[config.mk]
export PLATFORM = sky130hd
export DESIGN_NAME = mreg_xfer
export DESIGN_NICKNAME = d
export VERILOG_FILES = /design/src/rtl/mreg_xfer_pkg.sv /design/src/rtl/mreg_xfer_ctrl.sv /design/src/rtl/mreg_xfer_dp.sv /design/src/rtl/mreg_xfer.sv
export SDC_FILE = /design/constraint.sdc
export NUM_CORES = 1
export LEC_CHECK = 0
export BUFFER_PORTS_ARGS = -buffer_cell sky130_fd_sc_hd__buf_2
export CAP_MARGIN = 5
export CORE_ASPECT_RATIO = 0.9
export CORE_UTILIZATION = 46
export CTS_BUF_LIST = sky130_fd_sc_hd__clkbuf_8
export DETAILED_ROUTE_END_ITERATION = 7
export PLACE_DENSITY = 0.73
export SKIP_LAST_GASP = 1
export SLEW_MARGIN = 10
export SYNTH_ARGS = -nofsm -noshare
export SYNTH_HDL_FRONTEND = slang
export SYNTH_SLANG_ARGS = --single-unit
[constraint.sdc]
create_clock -name clk -period 7.05 [get_ports clk]
set_clock_uncertainty 0.2 [all_clocks]
set_input_delay 0.705 -clock clk [delete_from_list [all_inputs] [get_ports clk]]
set_output_delay 0.705 -clock clk [all_outputs]
set_load 0.1 [all_outputs]
[src/rtl/mreg_xfer_pkg.sv]
package mreg_xfer_pkg;
  localparam int DATA_W = 32;
  localparam int REG_N  = 16;
  localparam int IDX_W  = $clog2(REG_N);
  localparam int WORD_B = DATA_W / 8;

  // bit 1: incrementing, bit 0: adjust before access
  typedef enum logic [1:0] {
    MODE_DA = 2'b00,
    MODE_DB = 2'b01,
    MODE_IA = 2'b10,
    MODE_IB = 2'b11
  } xferMode_t;

  typedef struct packed {
    logic load;    // latch a new command
    logic step;    // one memory word completed
    logic finish;  // closing cycle, writeback slot
  } seqStrobe_t;

  function automatic logic [IDX_W:0] countOnes(input logic [REG_N-1:0] v);
    logic [IDX_W:0] n;
    n = '0;
    for (int i = 0; i < REG_N; i++) n = n + {{IDX_W{1'b0}}, v[i]};
    return n;
  endfunction

  function automatic logic [IDX_W-1:0] lowestSet(input logic [REG_N-1:0] v);
    logic [IDX_W-1:0] r;
    r = '0;
    for (int i = REG_N - 1; i >= 0; i--) if (v[i]) r = IDX_W'(i);
    return r;
  endfunction
endpackage

[src/rtl/mreg_xfer_ctrl.sv]
module mreg_xfer_ctrl
  import mreg_xfer_pkg::*;
(
  input  logic       clk,
  input  logic       rstN,
  input  logic       cmdValid,
  input  logic       abortCmd,
  input  logic       lastBeat,
  input  logic       memReady,
  output logic       cmdReady,
  output logic       memReq,
  output logic       done,
  output seqStrobe_t st
);
  typedef enum logic [1:0] {S_IDLE, S_XFER, S_FIN} seqState_t;
  seqState_t state, nextState;

  always_ff @(posedge clk or negedge rstN) begin
    if (!rstN) state <= S_IDLE;
    else       state <= nextState;
  end

  always_comb begin
    nextState = state;
    unique case (state)
      S_IDLE: if (cmdValid) nextState = abortCmd ? S_FIN : S_XFER;
      S_XFER: if (memReady && lastBeat) nextState = S_FIN;
      S_FIN:  nextState = S_IDLE;
      default: nextState = S_IDLE;
    endcase
  end

  assign cmdReady  = (state == S_IDLE);
  assign memReq    = (state == S_XFER);
  assign done      = (state == S_FIN);
  assign st.load   = cmdReady && cmdValid;
  assign st.step   = memReq && memReady;
  assign st.finish = done;

  // a request stays up until the memory answers
  assert_req_hold_R11: assert property (@(posedge clk) disable iff (!rstN)
    (memReq && !memReady) |=> memReq);
  // completion is a single-cycle pulse
  assert_done_pulse_R11: assert property (@(posedge clk) disable iff (!rstN)
    done |=> !done);
  // a rejected or condition-failed command skips all transfers
  assert_abort_skip_R10: assert property (@(posedge clk) disable iff (!rstN)
    (st.load && abortCmd) |=> (!memReq && done));
endmodule

[src/rtl/mreg_xfer_dp.sv]
module mreg_xfer_dp
  import mreg_xfer_pkg::*;
(
  input  logic              clk,
  input  logic              rstN,
  input  seqStrobe_t        st,
  input  logic [REG_N-1:0]  cmdList,
  input  logic [IDX_W-1:0]  cmdBaseIdx,
  input  logic [DATA_W-1:0] cmdBaseVal,
  input  logic              cmdLoad,
  input  xferMode_t         cmdMode,
  input  logic              cmdWback,
  input  logic              cmdCondPass,
  input  logic              cmdCompact,
  input  logic              cmdPopForm,
  input  logic              cmdExcRet,
  output logic              abortCmd,
  output logic              unpredictable,
  output logic              lastBeat,
  output logic [DATA_W-1:0] memAddr,
  output logic              memWrite,
  output logic [DATA_W-1:0] memWdata,
  input  logic [DATA_W-1:0] memRdata,
  output logic [IDX_W-1:0]  rfRdIdx,
  input  logic [DATA_W-1:0] rfRdData,
  output logic              rfWrEn,
  output logic [IDX_W-1:0]  rfWrIdx,
  output logic [DATA_W-1:0] rfWrData,
  output logic              pcWrEn,
  output logic [DATA_W-1:0] pcWrData,
  output logic              statusRestore,
  output logic [DATA_W-1:0] baseOut
);
  localparam logic [IDX_W-1:0] PC_IDX = IDX_W'(REG_N - 1);

  logic [IDX_W:0]    listCnt;
  logic [DATA_W-1:0] sizeB, lowAddr, startAddr, finalAddr, newBase;
  logic              isInc, isBefore, badForm;

  logic [REG_N-1:0]  pending;
  logic              extraPend, loadR, wbEnR;
  logic [DATA_W-1:0] addrR, baseOutR;
  logic [IDX_W-1:0]  baseIdxR, lowestR, curIdx;
  logic [IDX_W+1:0]  remaining;
  logic              pcBeat;

  // command decode and start address
  assign listCnt   = countOnes(cmdList);
  assign sizeB     = DATA_W'((32'(listCnt) + 32'(cmdExcRet)) * WORD_B);
  assign isInc     = cmdMode[1];
  assign isBefore  = cmdMode[0];
  assign lowAddr   = isInc ? cmdBaseVal : cmdBaseVal - sizeB;
  assign startAddr = lowAddr + ((isInc == isBefore) ? DATA_W'(WORD_B) : '0);
  assign finalAddr = startAddr + sizeB - DATA_W'(WORD_B);
  assign newBase   = (cmdLoad && cmdList[cmdBaseIdx]) ? '0
                   : (isInc ? cmdBaseVal + sizeB : cmdBaseVal - sizeB);

  assign badForm = (cmdBaseIdx == PC_IDX)
                || (cmdCompact ? ((listCnt < 2) || (&cmdList[REG_N-1:REG_N-2]))
                               : (listCnt == '0))
                || (cmdExcRet && (!cmdLoad || cmdList[REG_N-1]))
                || (cmdPopForm && cmdLoad && cmdList[REG_N-1] && (finalAddr[1:0] != 2'b00));

  assign abortCmd      = !cmdCondPass || badForm;
  assign unpredictable = st.load && cmdCondPass && badForm;

  // beat selection
  assign curIdx    = (pending == '0) ? PC_IDX : lowestSet(pending);
  assign pcBeat    = (curIdx == PC_IDX);
  assign remaining = {1'b0, countOnes(pending)} + {{(IDX_W+1){1'b0}}, extraPend};
  assign lastBeat  = (remaining == (IDX_W+2)'(1));

  always_ff @(posedge clk or negedge rstN) begin
    if (!rstN) begin
      pending   <= '0;
      extraPend <= 1'b0;
      addrR     <= '0;
      loadR     <= 1'b0;
      wbEnR     <= 1'b0;
      baseIdxR  <= '0;
      lowestR   <= '0;
      baseOutR  <= '0;
    end else if (st.load) begin
      pending   <= abortCmd ? '0
                 : (cmdExcRet ? {1'b0, cmdList[REG_N-2:0]} : cmdList);
      extraPend <= !abortCmd && cmdExcRet;
      addrR     <= startAddr;
      loadR     <= cmdLoad;
      wbEnR     <= cmdWback && !abortCmd;
      baseIdxR  <= cmdBaseIdx;
      lowestR   <= lowestSet(cmdList);
      baseOutR  <= (cmdWback && !abortCmd) ? newBase : cmdBaseVal;
    end else if (st.step) begin
      addrR <= addrR + DATA_W'(WORD_B);
      if (pending != '0) pending[curIdx] <= 1'b0;
      else               extraPend       <= 1'b0;
    end
  end

  assign memAddr  = addrR;
  assign memWrite = !loadR;
  assign rfRdIdx  = curIdx;
  assign memWdata = (!loadR && wbEnR && curIdx == baseIdxR && curIdx != lowestR)
                  ? '0 : rfRdData;

  assign pcWrEn        = st.step && loadR && pcBeat;
  assign pcWrData      = memRdata;
  assign statusRestore = st.step && loadR && (pending == '0);
  assign baseOut       = baseOutR;

  always_comb begin
    rfWrEn   = 1'b0;
    rfWrIdx  = curIdx;
    rfWrData = memRdata;
    if (st.finish && wbEnR) begin
      rfWrEn   = 1'b1;
      rfWrIdx  = baseIdxR;
      rfWrData = baseOutR;
    end else if (st.step && loadR && !pcBeat) begin
      rfWrEn = 1'b1;
    end
  end

  // the branch-target word is always the final beat
  assert_pc_last_R3: assert property (@(posedge clk) disable iff (!rstN)
    pcWrEn |-> lastBeat);
  // a register-15 beat never goes through the register-file port
  assert_pc_not_rf_R3: assert property (@(posedge clk) disable iff (!rstN)
    pcWrEn |-> !rfWrEn);
endmodule

[src/rtl/mreg_xfer.sv]
module mreg_xfer
  import mreg_xfer_pkg::*;
(
  input  logic        clk,
  input  logic        rstN,
  input  logic        cmdValid,
  output logic        cmdReady,
  input  logic [15:0] cmdList,
  input  logic [3:0]  cmdBaseIdx,
  input  logic [31:0] cmdBaseVal,
  input  logic        cmdLoad,
  input  logic [1:0]  cmdMode,
  input  logic        cmdWback,
  input  logic        cmdCondPass,
  input  logic        cmdCompact,
  input  logic        cmdPopForm,
  input  logic        cmdExcRet,
  output logic        unpredictable,
  output logic        done,
  output logic        memReq,
  output logic        memWrite,
  output logic [31:0] memAddr,
  output logic [31:0] memWdata,
  input  logic        memReady,
  input  logic [31:0] memRdata,
  output logic [3:0]  rfRdIdx,
  input  logic [31:0] rfRdData,
  output logic        rfWrEn,
  output logic [3:0]  rfWrIdx,
  output logic [31:0] rfWrData,
  output logic        pcWrEn,
  output logic [31:0] pcWrData,
  output logic        statusRestore,
  output logic [31:0] baseOut
);
  seqStrobe_t st;
  logic abortCmd, lastBeat;

  mreg_xfer_ctrl u_ctrl (
    .clk(clk), .rstN(rstN), .cmdValid(cmdValid), .abortCmd(abortCmd),
    .lastBeat(lastBeat), .memReady(memReady), .cmdReady(cmdReady),
    .memReq(memReq), .done(done), .st(st)
  );

  mreg_xfer_dp u_dp (
    .clk(clk), .rstN(rstN), .st(st), .cmdList(cmdList),
    .cmdBaseIdx(cmdBaseIdx), .cmdBaseVal(cmdBaseVal), .cmdLoad(cmdLoad),
    .cmdMode(xferMode_t'(cmdMode)), .cmdWback(cmdWback),
    .cmdCondPass(cmdCondPass), .cmdCompact(cmdCompact),
    .cmdPopForm(cmdPopForm), .cmdExcRet(cmdExcRet), .abortCmd(abortCmd),
    .unpredictable(unpredictable), .lastBeat(lastBeat), .memAddr(memAddr),
    .memWrite(memWrite), .memWdata(memWdata), .memRdata(memRdata),
    .rfRdIdx(rfRdIdx), .rfRdData(rfRdData), .rfWrEn(rfWrEn),
    .rfWrIdx(rfWrIdx), .rfWrData(rfWrData), .pcWrEn(pcWrEn),
    .pcWrData(pcWrData), .statusRestore(statusRestore), .baseOut(baseOut)
  );

  // address held while waiting for the memory
  assert_addr_hold_R11: assert property (@(posedge clk) disable iff (!rstN)
    (memReq && !memReady) |=> $stable(memAddr));
  // consecutive beats are one word apart
  assert_addr_step_R2: assert property (@(posedge clk) disable iff (!rstN)
    (memReq && memReady) |=> (!memReq || memAddr == $past(memAddr) + 32'd4));
  // a rejected command starts no transfer
  assert_unpred_quiet_R12: assert property (@(posedge clk) disable iff (!rstN)
    unpredictable |=> !memReq);
endmodule

==> results of run 1 <==
## synth_stat cells, drive strengths merged (13+ instances only)
cell type / count / share of area [%]
or3: 13 / 0.86
nor2: 103 / 4.1
fa: 22 / 4.6
dfrtp: 93 / 24
a31oi: 23 / 1.5
buf: 44 / 3.1
nand4: 19 / 1.2
xor2: 29 / 2.7
nand3: 38 / 2.0
a21boi: 35 / 2.8
o22ai: 16 / 1.1
a21oi: 51 / 2.7
clkbuf: 59 / 2.3
nor4: 20 / 1.7
xnor2: 47 / 4.3
inv: 76 / 3.0
and3: 25 / 1.6
mux2: 34 / 4.0
nor3: 33 / 1.7
ha: 31 / 4.1
nand2: 137 / 5.4
nor2b: 16 / 1.1
o21ai: 85 / 4.5
## cells in the final DEF (no fill, tap or decap), types with 8 or more instances in the layout
cell        n
a211oi_1    8
a21boi_0   34
a21o_1      9
a21oi_1    49
a31oi_1    23
and2_1      9
and3_1     24
buf_2     301
buf_4      97
clkbuf_8    9
dfrtp_1    93
fa_1       19
ha_1       24
inv_1      72
mux2_2     34
nand2_1   134
nand3_1    35
nand4_1    19
nor2_1    100
nor2b_1    15
nor3_1     32
nor4_1     11
o21ai_0    74
o21ai_1     9
o22ai_1    16
o31ai_1     9
or3_1      12
xnor2_1    43
xor2_1     27
## worst paths after layout
check                              endpoint  slack (ns)  cells past startpoint
setup / recovery           u_dp.memAddr[19]       -0.01                     25
hold / removal              u_dp.memAddr[0]        0.28                      2
setup reg to reg            u_ctrl.state[0]        1.82                     17
hold reg to reg             u_dp.memAddr[0]        0.28                      2
max in group asynchronous   u_dp.pending[4]        4.82                      3
min in group asynchronous  u_dp.baseOut[11]        0.56                      2
## flip-flops by register name, summed over array words and instances, names as in the netlist
signal,flops
u_dp.baseOut,32
u_dp.memAddr,32
u_dp.pending,16
u_dp.baseIdxR,4
u_dp.lowestR,4
u_ctrl.state,2
u_dp.extraPend,1
u_dp.loadR,1
u_dp.wbEnR,1
## worst max-delay path, delay by kind of cell
kind | cells | cell delay (ns)
adders and majority gates | 8 | 3.27
xor gates and xnor gates | 4 | 0.72
buffers and inverters | 5 | 0.38
AOI/OAI and AO/OA | 3 | 0.71
and+or+nand+nor | 5 | 1.38
## layer usage
metal	GRT usage [%]	vias to the layer above	part of all wire, %
li1	-	4930	-
met1	40.6	4978	43
met2	50.2	429	48
met3	4.98	63	6.8
met4	8.26	0	2.2
met5	0	-	0
## repair_timing
| item | in CTS | in global routing |
|---|---|---|
| hold buffers | 1 | 0 |
| buffers inserted | 5 | 6 |
| gates resized for setup | 17 | 47 |
| endpoints found under the setup margin | 14 | 23 |
| endpoints found under the hold margin | 8 | 0 |
| cloned | 0 | 1 |
| pin swaps | 7 | 38 |
## metrics by stage
step	instances	area [µm²]	utilization, %	TNS [ns]
final	1788	12200	60.8	-0.0262
after global routing	1788	12200	60.8	-2.59
after CTS	1781	12000	59.5	0
after detailed placement	1759	11600	57.8	-9.53
after global placement	1759	11600	57.8	-7.40
after floorplan	1215	9630	-	-0.922
## cell type report
class / instances / share of cell area, %
clock buffer: 9 / 1.01
clock inverter: 7 / 0.461
inverter: 76 / 2.33
multi-input combinational: 943 / 55.5
sequential: 93 / 19.0
tap: 255 / 2.61
timing repair buffer: 405 / 19.0
## kinds of logic after synthesis
kind of cell / count (synthesis)
other cells: 2
simple gates: 458
flops: 93
mux: 46
xor+xnor: 76
buf+inv: 179
compound gates: 308
fa+ha+maj: 53
==> impl_metrics.csv, run 1 <==
group,metric,value,unit
sta,max_slew_margin,26.3,%
synthesis,yosys_warnings,0,
synthesis,syn_nets,1396,
synthesis,synth_top_family_by_area,"simple AND/OR/NAND/NOR gates",
route,detail_route.iter0.violations,651,
setup_path,worstSetupEndpointType,"flip-flop",
finish,layout-drive-gt1-share,35.4,%
synthesis,synth-edff-count,0,
flow_run,cap_violations,0,
hold_path,hold_path.class,"flip-flop to flip-flop",
synthesis,async_reset_ff_share,100,%
clock_network,cts_root_buffer,"clkbuf_8",
setup_path,worstPathMaxFanout,7,
placed_design,gp_congestion,0.945,
synthesis,synth.area.mux_share,5.95,%
global_routing,grt_pass1_vias,9583,
synthesis,yosys.area_share.adder,8.71,%
clock_network,cts_buffers,9,
synthesis,avgSynthCellArea,7.83,µm²
die,start_util,47.3,%
die,coreArea,20100,µm²
setup_path,r2r-start,"u_dp.pending[1]",
die,rows,49,
synthesis,netlist_instances,1215,
sta,worst_slack,-0.0146,ns
synthesis,ys_ff_latch,93,
finish,fin_nets,1709,
clock_network,tritoncts,"yes",
die,ios,304,
global_routing,grt_max_degree,70,
setup_path,cp_common_cell,"fa_1",
sta,tightest_slew,1.10,ns
setup_path,critPathMaxStageDelay,0.59,ns
placed_design,numPortBuffers,303,
sta,fmax,142,MHz
sta,hold_viol,0,
clock_network,cts_sinks,93,
clock_network,ctsLongestPathBuffers,2,
finish,register_area,2330,µm²
synthesis,yosys.area_share.simple,24.1,%
sta,rsz0062_at_grt,"true",
route,drtPass1Iterations,5,
sta,setup_violations,2,
synthesis,yosysSeqAreaShare,24.5,%
die,dieArea,21300,µm²
sta,hold_ws,0.282,ns
global_routing,grt_pass1_wl,51100,µm
finish,multi_input_area,6790,µm²
setup_path,path_class,"input port to flip-flop",
setup_path,crit_arrival,7.16,ns
clock_network,cts.clk_slew.worst_paths,0.10,ns
clock_network,htree_levels,3,
synthesis,ys.flop_type,"dfrtp_1",
synthesis,synth_xor_area_share,7.00,%
global_routing,overflow,0,
route,ant_nets,0,
die,die_y,138,µm
finish,fillCellCount,1868,
clock_network,insertion_delay,0.40,ns
route,vias,10400,
route,finalWirelength,32900,µm
placed_design,dp_slack,-0.564,ns
setup_path,start_kind,"input port",
setup_path,worstPathRequired,7.15,ns
synthesis,synth.distinct_cells,76,
synthesis,synth_area,9510,µm²
placed_design,dp_hpwl,25200,µm
outcome,status,"finished with violations",
setup_path,cp_slowest_cell,"or4b_4",
route,route.detailed.wl_per_inst,18.4,µm
sta,maxSlewViolCount,0,
sta,period_needed,7.06,ns
synthesis,synth_compound_area_share,21.2,%
setup_path,worstSetupStartpoint,"cmdList[0]",
route,detail_route.vias_per_cell,5.82,
global_routing,grt_use_total,30.2,%
hold_path,min_from,"u_dp.memAddr[0]",
sta,fin_crit_sh,100,%
die,die_x,154,µm
route,drc,0,
outcome,violations,"negative setup slack",
finish,antenna_cells,0,
finish,syn2layout_area_growth,28.5,%
global_routing,antenna_found_initial,0,
Power of run 1 is left out: the tool's default activity adds up to more than one toggle a clock period on the data nets, which glitch-free logic cannot reach.
==> run 2: changes to the inputs <==
- ABC_AREA: default -> 1
- PLACE_DENSITY: 0.73 -> 0.72
==> impl_metrics.csv, run 2 <==
group,metric,value,unit
finish,antenna_cells,0,
setup_path,crit_arrival,6.88,ns
synthesis,post-synth-top-area-cell,"dfrtp_1",
clock_network,cts_root_buffer,"clkbuf_8",
synthesis,ys_ff_latch,93,
clock_network,cts_sinks,93,
setup_path,cp_top_family,"adder cells",
global_routing,grt_pass1_vias,11900,
global_routing,grtUsageMet3,4.94,%
sta,setup_violations,0,
setup_path,cp_num_buf_inv,7,
power_and_ir_drop,switching_power,4.89,mW
global_routing,grt_max_degree,70,
global_routing,grt_busiest_layer,"met2",
route,vias,13000,
setup_path,start_kind,"input port",
sta,rsz0062_at_grt,"true",
route,detail_route.vias_per_cell,5.49,
synthesis,avgSynthCellArea,6.29,µm²
die,start_util,46.8,%
synthesis,ys.flop_type,"dfrtp_1",
sta,fmax,148,MHz
global_routing,antenna_found_initial,1,
setup_path,worstPathMaxFanout,7,
setup_path,worstPathRequired,7.19,ns
hold_path,hold_path.class,"input port to asynchronous set/reset pin",
die,die_y,148,µm
clock_network,ctsLongestPathBuffers,2,
setup_path,reg2reg_depth,20,
finish,fillCellCount,2362,
route,drc,0,
sta,tightest_slew,1.10,ns
power_and_ir_drop,intPower,2.65,mW
finish,fin_nets,2247,
route,finalWirelength,40900,µm
power_and_ir_drop,combPwrFrac,80.4,%
global_routing,overflow,0,
route,route.detailed.wl_per_inst,17.2,µm
global_routing,grt_pass1_wl,63700,µm
setup_path,r2r-start,"u_dp.pending[1]",
clock_network,insertion_delay,0.40,ns
clock_network,tritoncts,"yes",
placed_design,placed_cells,2353,
die,dieArea,24300,µm²
power_and_ir_drop,cellLeakagePower,6.84,nW
finish,final_cell_mix,"nand2_1 (364), buf_2 (302), nor2_1 (223)",
finish,layout-drive-gt1-share,27.7,%
synthesis,synth.distinct_cells,58,
global_routing,grt_use_total,33.5,%
synthesis,yosysSeqAreaShare,21.4,%
finish,syn2layout_area_growth,24.4,%
outcome,status,"completed",
placed_design,dp_hpwl,31900,µm
power_and_ir_drop,clkPwrFrac,5.2,%
clock_network,cts_buffers,9,
clock_network,cts.clk_slew.worst_paths,0.11,ns
sta,period_needed,6.75,ns
synthesis,yosys.area.top_type_share,21.4,%
finish,layout.cells.non_filler,2372,
placed_design,gp_congestion,0.993,
power_and_ir_drop,power_density,557,nW/µm²
finish,register_area,2330,µm²
clock_network,htree_levels,3,
route,drtPass1Iterations,6,
synthesis,synth.most_common_cell,"nand2_1",
route,ant_nets,0,
synthesis,yosys-top-cells-count,"nand2_1 (374), nor2_1 (235), inv_1 (213)",
synthesis,synth-edff-count,0,
finish,multi_input_area,7400,µm²
power_and_ir_drop,p_total,7.54,mW
synthesis,synthTopCellsByArea,"dfrtp_1 (21%), nand2_1 (13%), nor2_1 (8.1%), inv_1 (7.3%), nand3_1 (7.3%)",
sta,fin_crit_sh,95.7,%
power_and_ir_drop,ir_worst_vdd,405,µV
die,ios,304,
setup_path,cp_slowest_cell,"fa_1",
setup_path,path_class,"input port to flip-flop",
power_and_ir_drop,pwr-share-seq,14.4,%
global_routing,met2_usage,54.2,%
synthesis,yosys_warnings,0,
sta,max_slew_margin,26.5,%
synthesis,synth_area,10900,µm²
synthesis,netlist_instances,1731,
setup_path,cp_common_cell,"fa_1",
route,detail_route.iter0.violations,1191,
die,die_x,164,µm
setup_path,worstSetupEndpointType,"flip-flop",
power_and_ir_drop,swShare,64.9,%
sta,hold_viol,0,
sta,maxSlewViolCount,0,
synthesis,syn_nets,1912,
synthesis,async_reset_ff_share,100,%
finish,final_common_cell,"nand2_1",
global_routing,met1_usage,45.8,%
setup_path,r2r_end,"u_ctrl.state[1]",
flow_run,cap_violations,0,
setup_path,r2r_slack,1.73,ns
placed_design,numPortBuffers,303,
setup_path,critPathMaxStageDelay,0.52,ns
die,rows,53,
die,coreArea,23300,µm²
-- run 2: cell count changes after synthesis, sizes merged, moves of 14 or more --
cell    previous run  this run
nand2            137       384
nand3             38       171
nor2b             16         0
a21oi             51       112
a31oi             23         9
and3              25         1
nand4             19        36
xnor2             47         6
o21ai             85       103
nor2             103       255
inv               76       225
clkbuf            59        41
-- run 2: final cells by class --
class	instances	share of cell area [%]
Multi-Input combinational cell	1317	54.6
Timing Repair Buffer	417	17.6
Sequential cell	93	17.2
Inverter	228	6.34
Tap cell	302	2.79
Clock buffer	9	0.914
Clock inverter	6	0.517
-- run 2: cell families after synthesis --
family          share of synthesized area, %
fa+ha+maj                               7.61
mux                                     3.00
other cells                           0.0690
compound gates                          16.2
buf+inv                                 12.5
flops                                   21.4
xor+xnor                                2.49
simple gates                            36.8
-- run 2: metal layers --
metal	routed length [µm]	up-vias
li1	-	6302
met1	17900	6103
met2	19000	531
met3	2920	73
met4	1050	2
met5	8	-
-- run 2: what timing repair did --
| action | in CTS | in global routing |
|---|---|---|
| buffers inserted | 0 | 4 |
| hold endpoints to repair | 0 | 0 |
| endpoints found under the setup margin | 0 | 28 |
| resized for setup | 0 | 48 |
| hold buffers | 0 | 0 |
-- run 2: metrics by stage --
step	utilization (%)	hold WS [ns]	instance area, µm²	TNS, ns	worst slack (ns)
floorplan	-	0.209	10900	0	0.314
global placement	56.4	0.260	13100	-0.786	-0.131
detailed placement	56.4	0.266	13100	-2.69	-0.203
CTS	57.2	0.00968	13300	0	0.213
global route	58.2	0.0163	13500	-0.0584	-0.0288
finish	58.2	0.00744	13500	0	0.304
-- run 2: worst max path at each step --
stage	slack, ns	startpoint	endpoint	depth (start not counted)
4_1_cts	0.21	cmdList[0]	u_dp.memAddr[23]	32
3_3_place_gp	-0.13	cmdList[0]	u_dp.memAddr[24]	33
2_1_floorplan	0.31	cmdList[0]	unpredictable	18
6_report	0.30	cmdList[0]	u_dp.memAddr[29]	33
3_5_place_dp	-0.20	cmdList[0]	u_dp.memAddr[24]	33
5_1_grt	-0.03	cmdList[0]	u_dp.memAddr[24]	34
-- run 2: power by group through the flow --
| stage | combinational, mW | sequential [mW] | clock (mW) |
|---|---|---|---|
| 3_3_place_gp | 5.78 | 1.08 | 0 |
| 4_1_cts | 5.93 | 1.08 | 0.396 |
| 6_report | 6.06 | 1.08 | 0.392 |
| 3_5_place_dp | 5.90 | 1.08 | 0 |
| 5_1_grt | 6.58 | 1.12 | 0.416 |
| 2_1_floorplan | 3.20 | 2.33 | 0 |
No activity file was read; power rests on OpenSTA's default activity.
==> run 3: changes to the inputs <==
- PLACE_DENSITY: 0.72 -> 0.71
- SYNTH_HIERARCHICAL: default -> 1
==> impl_metrics.csv, run 3 <==
group,metric,value,unit
outcome,status,"finished with violations",
outcome,violations,"design-rule violations",
synthesis,yosys-top-cells-count,"nand2_1 (358), inv_1 (232), nor2_1 (176)",
placed_design,dp_slack,-0.273,ns
die,ios,304,
setup_path,path_class,"input port to flip-flop",
route,vias,12900,
global_routing,met2_usage,58.6,%
sta,setup_tns,0,ns
power_and_ir_drop,ir_worst_vdd,559,µV
synthesis,synth-edff-count,0,
synthesis,async_reset_ff_share,100,%
finish,layout-drive-gt1-share,27.5,%
synthesis,ys.flop_type,"dfrtp_1",
die,die_x,166,µm
setup_path,worstPathMaxFanout,6,
power_and_ir_drop,p_total,7.60,mW
synthesis,yosys.area.top_type_share,20.9,%
die,start_util,47.2,%
finish,multi_input_area,7380,µm²
global_routing,grt_pass1_vias,12200,
sta,fmax,147,MHz
placed_design,numPortBuffers,303,
synthesis,synthTopCellsByArea,"dfrtp_1 (21%), nand2_1 (12%), inv_1 (7.8%), nand3_1 (6.9%), nor2_1 (5.9%)",
clock_network,cts.clk_slew.worst_paths,0.11,ns
synthesis,ys_ff_latch,93,
synthesis,yosys.area_share.simple,36.2,%
synthesis,syn_nets,1901,
setup_path,worstPathRequired,7.19,ns
die,rows,53,
finish,final_common_cell,"nand2_1",
global_routing,grtUsageMet3,4.55,%
global_routing,grt_pass1_wl,64900,µm
synthesis,yosysSeqAreaShare,20.9,%
synthesis,avgSynthCellArea,6.47,µm²
clock_network,cts_sinks,93,
global_routing,grt_max_degree,60,
clock_network,ctsLongestPathBuffers,2,
synthesis,synth_compound_area_share,16.4,%
setup_path,cp_top_family,"adder cells",
sta,fin_crit_sh,96.5,%
route,detail_route.vias_per_cell,5.54,
placed_design,gp_congestion,0.987,
clock_network,cts_root_buffer,"clkbuf_8",
route,drtPass1Iterations,8,
sta,max_slew_margin,42.5,%
finish,final_cell_mix,"nand2_1 (356), buf_2 (302), inv_1 (232)",
global_routing,overflow,0,
synthesis,yosys_warnings,6,
clock_network,holdBufCountCts,0,
synthesis,yosys.area_share.adder,7.82,%
synthesis,synth_xor_area_share,3.00,%
global_routing,grt_use_total,33.2,%
sta,hold_viol,0,
setup_path,cp_common_cell,"nand2_1",
synthesis,netlist_instances,1718,
clock_network,tritoncts,"yes",
synthesis,synth_area,11100,µm²
route,route.detailed.wl_per_inst,17.7,µm
power_and_ir_drop,power_density,563,nW/µm²
setup_path,crit_arrival,6.94,ns
clock_network,insertion_delay,0.40,ns
setup_path,cp_num_buf_inv,8,
flow_run,cap_violations,0,
synthesis,synth.area.mux_share,2.13,%
route,detail_route.iter0.violations,1072,
synthesis,synth_top_family_by_area,"simple AND/OR/NAND/NOR gates",
sta,rsz0062_at_grt,"true",
sta,period_needed,6.80,ns
sta,tightest_slew,0.860,ns
sta,maxSlewViolCount,0,
power_and_ir_drop,cellLeakagePower,6.98,nW
route,drc,28,
clock_network,cts_buffers,9,
synthesis,synth.distinct_cells,57,
finish,fin_nets,2211,
setup_path,start_kind,"input port",
global_routing,met1_usage,41.0,%
setup_path,critPathMaxStageDelay,0.55,ns
synthesis,post-synth-top-area-cell,"dfrtp_1",
finish,fillCellCount,2376,
finish,register_area,2330,µm²
route,finalWirelength,41300,µm
finish,antenna_cells,0,
sta,worst_slack,0.246,ns
global_routing,grt_busiest_layer,"met2",
die,die_y,149,µm
sta,setup_violations,0,
synthesis,synth.most_common_cell,"nand2_1",
die,coreArea,23500,µm²
global_routing,antenna_found_initial,0,
route,ant_nets,0,
hold_path,hold_path.class,"input port to asynchronous set/reset pin",
setup_path,worstSetupEndpointType,"flip-flop",
clock_network,htree_levels,3,
placed_design,dp_hpwl,32200,µm
finish,syn2layout_area_growth,21.4,%
setup_path,cp_slowest_cell,"fa_2",
die,dieArea,24800,µm²
-- run 3: cell types whose count changed after synthesis, moves of 5 or more --
cell / change
inv_1: +19
nand2_1: -16
inv_2: +8
a22oi_1: +12
o22ai_1: +5
nor2_1: -59
a21oi_1: -5
o21ai_1: -8
nand3_2: +7
buf_2: +6
mux2_2: -8
-- run 3: path summary, 6_finish.rpt --
| kind | startpoint | to | slack [ns] | cells past startpoint |
|---|---|---|---|---|
| max | cmdList[0] | u_dp/memAddr[30] | 0.25 | 33 |
| min | rstN | u_dp/baseOut[17] | 0.05 | 1 |
| max reg2reg | u_dp/pending[11] | u_ctrl/state[1] | 2.59 | 17 |
| min reg2reg | u_dp/memAddr[0] | u_dp/memAddr[0] | 0.29 | 2 |
| max in group asynchronous | rstN | u_dp/memAddr[10] | 5.40 | 2 |
| min in group clk | u_dp/memAddr[0] | u_dp/memAddr[0] | 0.29 | 2 |
-- run 3: kinds of logic after synthesis --
| family | Yosys count |
|---|---|
| DFF | 93 |
| AOI/OAI and AO/OA | 308 |
| adders and majority gates | 55 |
| xor gates and xnor gates | 38 |
| and+or+nand+nor | 849 |
| buffers and inverters | 354 |
| muxes | 21 |
-- run 3: through the flow --
stage / utilization, % / std cells / hold slack, ns / area (µm²)
floorplan: - / 1718 / 0.209 / 11100
global placement: 56.0 / 2317 / 0.254 / 13200
detailed placement: 56.0 / 2317 / 0.258 / 13200
CTS: 56.8 / 2333 / 0.0587 / 13400
global route: 57.3 / 2335 / 0.0721 / 13500
finish: 57.3 / 2335 / 0.0474 / 13500
-- run 3: area by class of cell --
class,instances,area share (%)
clock buffer,10,1.02
clock inverter,6,0.519
inverter,254,7.09
multi-input combinational,1271,54.7
sequential,93,17.3
tap,302,2.80
timing repair buffer,399,16.6
-- run 3: power by group --
group          switching, mW  total, mW  internal (mW)  leakage, nW
clock network          0.234      0.411          0.177        0.106
registers              0.287       1.07          0.787         1.09
logic                   4.47       6.11           1.65         5.78
total                   4.99       7.60           2.61         6.98
-- run 3: metal layers --
layer	vias to the layer above	routed length (µm)
li1	6218	-
met1	6011	16900
met2	639	19800
met3	77	3100
met4	0	1520
met5	-	0
-- run 3: what timing repair did --
| item | CTS | global route |
|---|---|---|
| resized for setup | 0 | 20 |
| setup buffers | 0 | 2 |
| setup endpoints to repair | 0 | 21 |
